$ cat config.mk
export PLATFORM = sky130hd
export DESIGN_NAME = page_pool_alloc
export DESIGN_NICKNAME = d
export VERILOG_FILES = /design/src/rtl/page_pool_alloc.sv
export SDC_FILE = /design/constraint.sdc
export NUM_CORES = 1
export LEC_CHECK = 0
export CELL_PAD_IN_SITES_DETAIL_PLACEMENT = 0
export CELL_PAD_IN_SITES_GLOBAL_PLACEMENT = 1
export CORE_MARGIN = 8
export CORE_UTILIZATION = 41
export DETAILED_ROUTE_END_ITERATION = 8
export HOLD_SLACK_MARGIN = 0.06
export PLACE_DENSITY_LB_ADDON = 0.1
export SLEW_MARGIN = 10
export SYNTH_ARGS = -nofsm -noshare
export SYNTH_HDL_FRONTEND = slang
export SYNTH_SLANG_ARGS = --single-unit
$ cat constraint.sdc
create_clock -name clk -period 5.9 [get_ports clk]
set_input_delay 0.885 -clock clk [delete_from_list [all_inputs] [get_ports clk]]
set_output_delay 0.885 -clock clk [all_outputs]
set_load 0.005 [all_outputs]
$ cat src/rtl/page_pool_alloc.sv
module page_pool_alloc #(
  parameter int NPAGES = 16,
  parameter int AW = $clog2(NPAGES),
  parameter int IW = $clog2(NPAGES + 1)
) (
  input  logic          clk,
  input  logic          rst_n,
  input  logic          req_valid,
  output logic          req_ready,
  input  logic          req_free,
  input  logic          req_user,
  input  logic [IW-1:0] req_page,
  output logic          rsp_valid,
  output logic [IW-1:0] rsp_page,
  output logic [1:0]    rsp_err,
  output logic          zero_req,
  output logic [IW-1:0] zero_page,
  input  logic          zero_done
);
  localparam logic [IW-1:0] NIL = {IW{1'b1}};
  localparam logic [IW-1:0] LAST = IW'(NPAGES - 1);
  localparam logic [1:0] PG_FREE = 2'd0, PG_USED = 2'd1, PG_ZERO = 2'd2;
  localparam logic [1:0] E_OK = 2'd0, E_OOM = 2'd1, E_DBL = 2'd2, E_BAD = 2'd3;

  typedef enum logic [1:0] {S_INIT, S_IDLE, S_BGZ, S_ZWAIT} st_t;
  st_t st;

  logic [1:0]    pst [NPAGES];
  logic [IW-1:0] nxt [NPAGES];
  logic [IW-1:0] fhd, zhd, wpg;

  logic [AW-1:0] fa, za, ra, wa;
  assign fa = fhd[AW-1:0];
  assign za = zhd[AW-1:0];
  assign ra = req_page[AW-1:0];
  assign wa = wpg[AW-1:0];

  logic f_empty, z_empty, f_ok, z_ok, r_free, use_f, use_z, take;
  assign f_empty = (fhd == NIL);
  assign z_empty = (zhd == NIL);
  assign f_ok    = (pst[fa] == PG_FREE);
  assign z_ok    = (pst[za] == PG_ZERO);
  assign r_free  = (pst[ra] == PG_FREE);
  assign use_z   = req_user ? !z_empty : (f_empty && !z_empty);
  assign use_f   = req_user ? (z_empty && !f_empty) : !f_empty;
  assign take    = (st == S_IDLE) && req_valid;

  assign req_ready = (st == S_IDLE);
  assign zero_req  = (st == S_BGZ) || (st == S_ZWAIT);
  assign zero_page = wpg;

  always_ff @(posedge clk) begin
    if (!rst_n) begin
      st <= S_INIT;
      wpg <= '0;
      fhd <= '0;
      zhd <= NIL;
      rsp_valid <= 1'b0;
      rsp_page <= NIL;
      rsp_err <= E_OK;
    end else begin
      rsp_valid <= 1'b0;
      case (st)
        S_INIT: begin
          wpg <= wpg + 1'b1;
          if (wpg == LAST) st <= S_IDLE;
        end
        S_IDLE: begin
          if (req_valid) begin
            rsp_valid <= 1'b1;
            rsp_page <= NIL;
            rsp_err <= E_OK;
            if (req_free) begin
              rsp_page <= req_page;
              if (r_free) rsp_err <= E_DBL;
              else fhd <= req_page;
            end else if (use_f) begin
              if (!f_ok) rsp_err <= E_BAD;
              else begin
                fhd <= nxt[fa];
                if (req_user) begin
                  rsp_valid <= 1'b0;
                  wpg <= fhd;
                  st <= S_ZWAIT;
                end else rsp_page <= fhd;
              end
            end else if (use_z) begin
              if (!z_ok) rsp_err <= E_BAD;
              else begin
                zhd <= nxt[za];
                rsp_page <= zhd;
              end
            end else rsp_err <= E_OOM;
          end else if (!f_empty && f_ok) begin
            wpg <= fhd;
            st <= S_BGZ;
          end
        end
        S_BGZ: begin
          if (zero_done) begin
            fhd <= nxt[wa];
            zhd <= wpg;
            st <= S_IDLE;
          end else if (req_valid) st <= S_IDLE;
        end
        default: begin
          if (zero_done) begin
            rsp_valid <= 1'b1;
            rsp_page <= wpg;
            rsp_err <= E_OK;
            st <= S_IDLE;
          end
        end
      endcase
    end
  end

  always_ff @(posedge clk) begin
    if (st == S_INIT) begin
      pst[wa] <= PG_FREE;
      nxt[wa] <= (wpg == LAST) ? NIL : wpg + 1'b1;
    end else if (take && req_free) begin
      if (!r_free) begin
        pst[ra] <= PG_FREE;
        nxt[ra] <= fhd;
      end
    end else if (take && use_f) begin
      if (f_ok) pst[fa] <= PG_USED;
    end else if (take && use_z) begin
      if (z_ok) pst[za] <= PG_USED;
    end else if (st == S_BGZ && zero_done) begin
      pst[wa] <= PG_ZERO;
      nxt[wa] <= zhd;
    end
  end

  assert_free_echo_R4: assert property (@(posedge clk) disable iff (!rst_n)
    (req_valid && req_ready && req_free) |=> (rsp_valid && rsp_page == $past(req_page)));

  assert_nil_on_fail_R6: assert property (@(posedge clk) disable iff (!rst_n)
    (rsp_valid && (rsp_err == E_OOM || rsp_err == E_BAD)) |-> (rsp_page == NIL));

  assert_ondemand_resp_R3: assert property (@(posedge clk) disable iff (!rst_n)
    (st == S_ZWAIT && zero_done) |=> (rsp_valid && rsp_err == E_OK && !zero_req));

  assert_zpage_hold_R8: assert property (@(posedge clk) disable iff (!rst_n)
    (zero_req && !zero_done) |=> (!zero_req || $stable(zero_page)));

  assert_bg_yield_R9: assert property (@(posedge clk) disable iff (!rst_n)
    (st == S_BGZ && req_valid && !zero_done) |=> (req_ready && !zero_req));

  assert_no_ready_init_R1: assert property (@(posedge clk) disable iff (!rst_n)
    (st == S_INIT) |-> (!req_ready && !rsp_valid));
endmodule

* After elaboration in Yosys (flattened, before gate mapping)
Memory sizes are Yosys's and may differ from the RTL's. A register that Yosys moved wholly into a read port is not among the register bits.
Cells that the tools add are included.
W data, S select, Z words.
** Cells by class
- $add $sub $neg :: 1
- Eq/ne operators :: 23
- Mux-type cells :: 106
- Bitwise operators :: 3
- Reduce and logical (&&, ||, !) cells :: 28
** Operators by type and width (number)
- $mux W5 :: 28
- $mux W4 :: 14
- $mux W2 :: 22
- $pmux W5 S2 :: 4
- $mux W1 :: 35
- $ne A3 B2 Y1 const B :: 4
- $reduce_and A6 Y1 :: 2
- $eq A5 B5 Y1 const B :: 2
- $ne A3 B3 Y1 const B :: 3
- $logic_and A1 B1 Y1 :: 8
- $ne A2 B2 Y1 const B :: 4
- $reduce_and A8 Y1 :: 1
- $reduce_or A2 Y1 :: 4
- $reduce_and A7 Y1 :: 1
- $eq A2 B2 Y1 const B :: 3
- $logic_not A2 Y1 :: 3
- $ne A2 B1 Y1 const B :: 3
- $ne A3 B1 Y1 const B :: 2
- $pmux W2 S3 :: 1
- $reduce_bool A2 Y1 :: 3
- $add A5 B1 Y5 const B :: 1
- $eq A5 B4 Y1 const B :: 1
- $reduce_or A5 Y1 :: 1
- $pmux W2 S2 :: 1
- other kinds (8) :: 10
** Storage, ports and cells
- Bits in registers :: 25
- Memory bits (writable) :: 112
- Input bits :: 11
- Output and inout port bits :: 15
- Word-level logic and storage cells :: 170
- Memories kept :: 2
** Memory list
- nxt :: words 16, bits a word 5, rd ports 3, clocked after Yosys merged registers in 3, write ports 1, RTL line 29 : logic [IW-1:0] nxt [NPAGES];
- pst :: words 16, bits a word 2, rd ports 3, clocked after Yosys merged registers in 2, write ports 1, RTL line 28 : logic [1:0] pst [NPAGES];

* Depth between registers and ports, before layout
Gate-level depths: netlist of run 1.
- Depth in word-level cells :: 14
- Depth in mapped cells :: 10
- Depth with buffers taken out :: 8

* Least setup slack after synthesis of run 1
OpenSTA, ideal clock, no wires.
- Path kind :: input to register
- From :: input req_page[0]
- To :: memory pst[12][0] (enable)
- Arrival :: 3.096 ns
- Data required time :: 5.551 ns
- Slack :: 2.455 ns
- Stages :: 9
- Path buffers :: 2
- Cell sequence :: clkbuf_1 > buf_2 > nor4_1 > nor4_1 > a32oi_1 > a21oi_2 > mux2_2 > o221a_2 > nor4_1
** On the way
- Cells in the longest elaborated chain, start to end :: 10
- Elaborated cells on any way between the ends :: 13
** Ends and longest elaborated chain
- from (decl) :: RTL line 12 : input logic [IW-1:0] req_page,
- $mem_v2 Z16 W2
- $logic_not A2 Y1 :: RTL line 43 : assign r_free = (pst[ra] == PG_FREE);
- $mux W1 :: RTL line 123 : if (!r_free) begin
- $mux W1 :: RTL line 122 : end else if (take && req_free) begin
- $mux W1 :: RTL line 119 : if (st == S_INIT) begin
- $mux W1 (not written as such) :: RTL line 124 : pst[ra] <= PG_FREE;
- $reduce_or A2 Y1 (no source line)
- $mux W4 (no source line) or $mux W1 (tied branches) (3 in a row)
- to (decl) :: RTL line 28
Parallel ways exist; a longest one is shown, timed or not.

* Worst setup path after layout of run 1
- From :: input req_page[0]
- To :: memory pst[8][0] (enable)
Same word-level chain as after synthesis.

==> out/summary.txt, run 1 <==
Post-synthesis simple-gate area fraction = 0.125
Setup crit start kind = input pin
CP Class = in2reg
Residual DRC = 0
Hold slack = 0.464 ns
Leak = 2.88 nW
Compound-Gate Fraction of Synth Area = 0.104
Synth Area in XOR/XNOR = 0.00217
DR WL/cell = 26.3 um
Final non-filler cell total = 893
Minimum clock period = 4.43 ns
CTS HTree Levels = 4
Hold Vio Cnt, Final = 0
Crit-path max FO = 19
Unrepaired setup endpoints after global routing = no
Row Count = 51
Buf/Inv on CP = 1
Slew headroom = 0.254
Post-synthesis mux area share = 0.224
Final slew viol count = 0
Status = completed
Share of cells above drive strength 1 = 0.220
Pwr Density = 267 nW/um2
Worst stage delay on the critical path = 0.75 ns
Die extent in x = 156 um
Combinational family with the most area after synthesis = multiplexers
Ports = 26
Post-CTS Setup Inserts = 0
P&R area growth vs syn = 13.1%
Post-Syn Area per Cell = 13.4 um2
CTS Buf Count = 17
Maximum VDD drop = 0.187 mV
Gpl congestion = 0.823
F_max = 226 MHz
Worst Tran Pin Value = 1.12 ns
Final ANT Viol Nets = 0
Placed instance count = 861
CTS tree = built
Vias in the first global route = 5,665
Port buffer count = 25
Setup violations, final = 0
Largest net degree at the start of global routing = 31
Post-route setup TNS = 0 ns
Ys flop type = edfxtp_1
Drt pass-1 iters = 5
Post-Synth Adder-Cell Area = 0.00310
Async SR Flop Fraction = 0
Clock buffer depth = 2
Worst Hold Class = reg2reg
Root Driver = clkbuf_16
Skew final = 0.00739 ns
Post-synth EDFFs = 112
Vias per std cell = 6.30
Crit-path cells = clkdlybuf4s50_1, nor3b_1, o21bai_1, a32oi_1, a21oi_2, mux2_2, o221a_2, nor4_1
Met2 wire len = 11,800 um
Synth Instances = 605
Top delay family on crit path = compound AO/OA/AOI/OAI gates
Die Span Y = 156 um
Ant. Diodes = 0
Starting density of the core = 0.417
Slowest cell on crit path = clkdlybuf4s50_1
1st-iter DRT viols = 475
Routed met1 length = 10,200 um
Clock share of power = 0.439
Detail Placement HPWL = 16,700 um
Net count, final = 628
Synth Cell Area = 8080 um2
CP arrival = 4.49 ns
Hold Buf Count CTS = 0
Clock Sinks = 149
Flop pwr share = 0.485
Internal power = 0.00181 W
Ratio of final minimum period to clock period = 0.751
Via Count = 5,625
Gr ovfl total = 0
Worst setup EP type = flop
Combinational share of power = 0.076
P_sw = 0.000630 W
Critical Path RT = 5.97 ns
First-pass GRT wire length = 36,400 um
Register bit total from synthesis = 149
Met3 wire length = 1130 um
CORE AREA = 19,400 um2
Distinct cells, synth = 57
Initial antenna violation count = 1
Net Sw Frac = 0.259
Top sig layer = met4
Post_cts resized = 0
Syn. warnings = 0
Post-synthesis sequential area ratio = 0.508
Clk slew on worst S/H paths = 0.07 ns
Max-cap violations = 0
Gr usage total = 0.201
Die area = 24,500 um2
Syn Nets = 618
Wirelength, routed = 23,500 um
Clock Latency Late Sink = 0.43 ns
[synthesized netlist by cell type (7+ instances only)]
cell type | n | area, um2
mux2i_1 | 9 | 90.1
o22ai_1 | 8 | 50.1
nor3b_1 | 14 | 105
nor4b_1 | 9 | 78.8
mux4_2 | 75 | 1690
clkbuf_1 | 28 | 105
nand2b_1 | 10 | 62.6
nor2_1 | 42 | 158
nor4_1 | 22 | 138
buf_2 | 7 | 35.0
edfxtp_1 | 112 | 3360
a311o_1 | 9 | 90.1
buf_1 | 7 | 26.3
nor3_1 | 10 | 50.1
inv_1 | 19 | 71.3
nand3_1 | 10 | 50.1
dfxtp_1 | 37 | 741
a21oi_1 | 19 | 95.1
and3_1 | 7 | 43.8
nand2_1 | 37 | 139
o21ai_0 | 27 | 135
[worst paths after layout]
path / start / to / slack (ns) / cells past startpoint
max: req_page[0] / pst[8][0] / 1.47 / 8
min: rsp_err[0] / rsp_err[0] / 0.46 / 2
max reg2reg: flop / pst[8][0] / 1.67 / 7
min reg2reg: rsp_err[0] / rsp_err[0] / 0.46 / 2
[state kept, by name, summed over array words and instances (netlist names), named ones only]
register   cells
rsp_valid      1
zhd            5
rsp_err        2
zero_page      5
st             2
rsp_page       5
fhd            5
nxt           80
pst           32
[stage by stage]
stage	area, um2	worst slack [ns]	utilization	power [W]
2_1_floorplan	8080	2.45	-	0.00132
3_3_place_gp	8550	1.20	0.441	0.00139
3_5_place_dp	8550	1.07	0.441	0.00139
4_1_cts	9140	1.52	0.471	0.00245
5_1_grt	9140	1.26	0.471	0.00251
6_report	9140	1.47	0.471	0.00244
[worst min-delay path, stage by stage, from the launching register on]
cell,delay (ns)
dfxtp_1,0.31
nand2_1,0.05
a21oi_1,0.05
[per-layer routing]
layer / up-vias / GRT usage
met4: 0 / 0.0668
met1: 2899 / 0.268
met3: 36 / 0.0309
met2: 185 / 0.329
li1: 2505 / -
met5: - / 0
[kinds of logic (layout without fill, tap and decap cells)]
logic type               count (synthesis)  after routing
AND/OR/NAND/NOR                        188            188
flip-flops                             149            149
AO/OA/AOI/OAI                          112            112
multiplexers                            87             87
buffers and inverters                   65             88
adder cells (fa/ha/maj)                  2              2
XOR/XNOR                                 2              2
[final cells by class]
| type | instances | area [um2] |
|---|---|---|
| clock buffers | 17 | 425 |
| clock inverters | 15 | 158 |
| fillers | 1741 | 10300 |
| inverters | 20 | 75.1 |
| multi-input cells | 391 | 3710 |
| flip-flops and latches | 149 | 4110 |
| well taps | 265 | 332 |
| repair buffers | 36 | 333 |
[cells in the final DEF, fill, tap and decap left out, types with 10 or more instances in the layout]
master           count
edfxtp_1           112
mux4_2              75
nor2_1              42
nand2_1             37
dfxtp_1             35
o21ai_0             27
clkdlybuf4s50_1     25
nor4_1              22
inv_1               19
a21oi_1             19
clkbuf_16           17
nor3b_1             14
buf_4               11
nand2b_1            10
nor3_1              10
nand3_1             10
[power by group through the flow]
| stage | clock network (W) | logic [W] | registers [W] |
|---|---|---|---|
| finish | 0.00107 | 0.000186 | 0.00118 |
| global route | 0.00113 | 0.000201 | 0.00118 |
| CTS | 0.00108 | 0.000186 | 0.00118 |
| detailed placement | 0 | 0.000186 | 0.00120 |
| global placement | 0 | 0.000185 | 0.00120 |
| floorplan | 0 | 0.000131 | 0.00119 |
Note: power is estimated with default switching activity, not from simulation.
==> run 2, diff against run 1 <==
==> constraint.sdc (replaced) <==
create_clock -name clk -period 4 [get_ports clk]
set_input_delay 0.6 -clock clk [delete_from_list [all_inputs] [get_ports clk]]
set_output_delay 0.6 -clock clk [all_outputs]
set_load 0.005 [all_outputs]
==> run 2 against run 1 <==
First-iteration DRC count increased by 37%. Flip-flop and latch count is the same. Combinational power up 57%. Die area unchanged. Hold slack got worse by 0.0028 ns. Setup slack worse by 1.1 ns. Clock power rose by 47%. Clock skew is 0.012 ns higher. Register-to-register slack got worse by 1.3 ns. Cell count grew 3.9%. Largest cell class unchanged.
==> out/summary.txt, run 2 (synthesized netlist as in run 1, its figures left out) <==
Final slew viol count = 0
Vias per std cell = 6.07
Unrepaired setup endpoints after global routing = no
Internal power = 0.00272 W
FF-to-FF path depth = 6
Clock Sinks = 149
Ratio of final minimum period to clock period = 0.896
Placed cell areas = 8820 um2
Top reg by flops = nxt
Residual DRC = 0
Max FFs per register = 80
Hold slack = 0.461 ns
Worst Hold End = rsp_err[0]
Detail Placement HPWL = 16,900 um
Skew final = 0.0191 ns
Root Driver = clkbuf_16
Clock Latency Late Sink = 0.43 ns
Cell area after layout = 9390 um2
R2R setup slack = 0.42 ns
Share of cells above drive strength 1 = 0.259
CTS Buf Count = 17
Initial antenna violation count = 0
Post_cts resized = 0
Worst Tran Pin Value = 1.12 ns
Most common cell after layout, fill and taps aside = edfxtp_1
Vias in the first global route = 5,666
Worst setup EP type = flop
Status = completed
P&R area growth vs syn = 16.2%
Die Span Y = 156 um
Gr usage total = 0.195
Setup violations, final = 0
CORE AREA = 19,400 um2
Net Sw Frac = 0.246
First-pass GRT wire length = 35,200 um
Maximum VDD drop = 0.291 mV
CTS tree = built
Post-route setup TNS = 0 ns
Drt pass-1 iters = 5
Combinational share of power = 0.081
Minimum clock period = 3.58 ns
Largest net degree at the start of global routing = 30
Commonest cells after routing, fill and taps aside = 112 x edfxtp_1, 75 x mux4_2, 46 x buf_4
Final ANT Viol Nets = 0
P_sw = 0.000886 W
Placed instance count = 896
Clock share of power = 0.435
Critical Path RT = 4.06 ns
Starting density of the core = 0.417
Leak = 3.04 nW
CTS HTree Levels = 4
Reg-to-reg endpoint = pst[1][0]
F_max = 279 MHz
Final non-filler cell total = 928
Port buffer count = 25
Hold Buf Count CTS = 0
CP Class = reg2reg
Ports = 26
Via Count = 5,633
Ant. Diodes = 0
Max-cap violations = 0
Biggest regs = nxt (80), pst (32)
Pwr Density = 384 nW/um2
Hold Startpoint = rsp_err[0]
Clk slew on worst S/H paths = 0.07 ns
CP arrival = 3.65 ns
Die extent in x = 156 um
Net count, final = 663
Worst Hold Class = reg2reg
Hold path cells = 2
Row Count = 51
Gpl congestion = 0.862
Gr ovfl total = 0
Setup crit start kind = flop
Post-CTS Setup Inserts = 0
Clock buffer depth = 2
1st-iter DRT viols = 652
Flop pwr share = 0.484
Crit-path max FO = 15
Hold Vio Cnt, Final = 0
Slew headroom = 0.252
DR WL/cell = 24.8 um
Die area = 24,500 um2
Wirelength, routed = 23,000 um
[run 2: changes by cell type in the layout (fill, tap and decap cells not counted), sizes merged]
cell	previous run	this run
bufinv	0	1
buf	11	46
inv	28	26
clkinv	6	4
clkinvlp	1	4
[run 2: metal layers]
metal / wire length, um / track usage
met1: 9980 / 0.256
met2: 11600 / 0.320
met3: 1140 / 0.0408
met4: 300 / 0.0549
met5: 0 / 0
[run 2: worst max path at each step]
stage / to / startpoint / slack [ns]
6_report: pst[1][0] / flop / 0.42
3_3_place_gp: pst[4][1] / req_page[1] / 0.19
3_5_place_dp: pst[1][1] / req_page[1] / 0.05
4_1_cts: pst[1][0] / flop / 0.43
2_1_floorplan: pst[12][0] / req_page[0] / 0.84
5_1_grt: pst[1][0] / flop / 0.18
[run 2: final cells by class]
cell class | instances | area, um2
clock inverter | 15 | 145
multi-input combinational | 391 | 3710
timing repair buffer | 71 | 596
inverter | 20 | 75.1
clock buffer | 17 | 425
fill | 1725 | 10000
sequential | 149 | 4110
tap | 265 | 332
[run 2: critical path, stage by stage (launching register included)]
cell and delay, ns:
dfxtp_1 0.48, or4b_1 0.59, a32oi_1 0.54, nand4_1 0.44
or2_2 0.43, o221a_2 0.20, nor4_1 0.52
[run 2: stage by stage]
stage / utilization / total power, W / setup WS (ns)
final: 0.484 / 0.00360 / 0.416
after global routing: 0.484 / 0.00371 / 0.179
after CTS: 0.484 / 0.00363 / 0.428
after detailed placement: 0.455 / 0.00207 / 0.0504
after global placement: 0.455 / 0.00206 / 0.194
after floorplan: - / 0.00194 / 0.840
[run 2: power groups by stage]
stage	sequential [W]	combinational (W)	clock, W
floorplan	0.00175	0.000193	0
global placement	0.00177	0.000288	0
detailed placement	0.00178	0.000292	0
CTS	0.00174	0.000293	0.00159
global route	0.00175	0.000314	0.00165
finish	0.00174	0.000292	0.00157
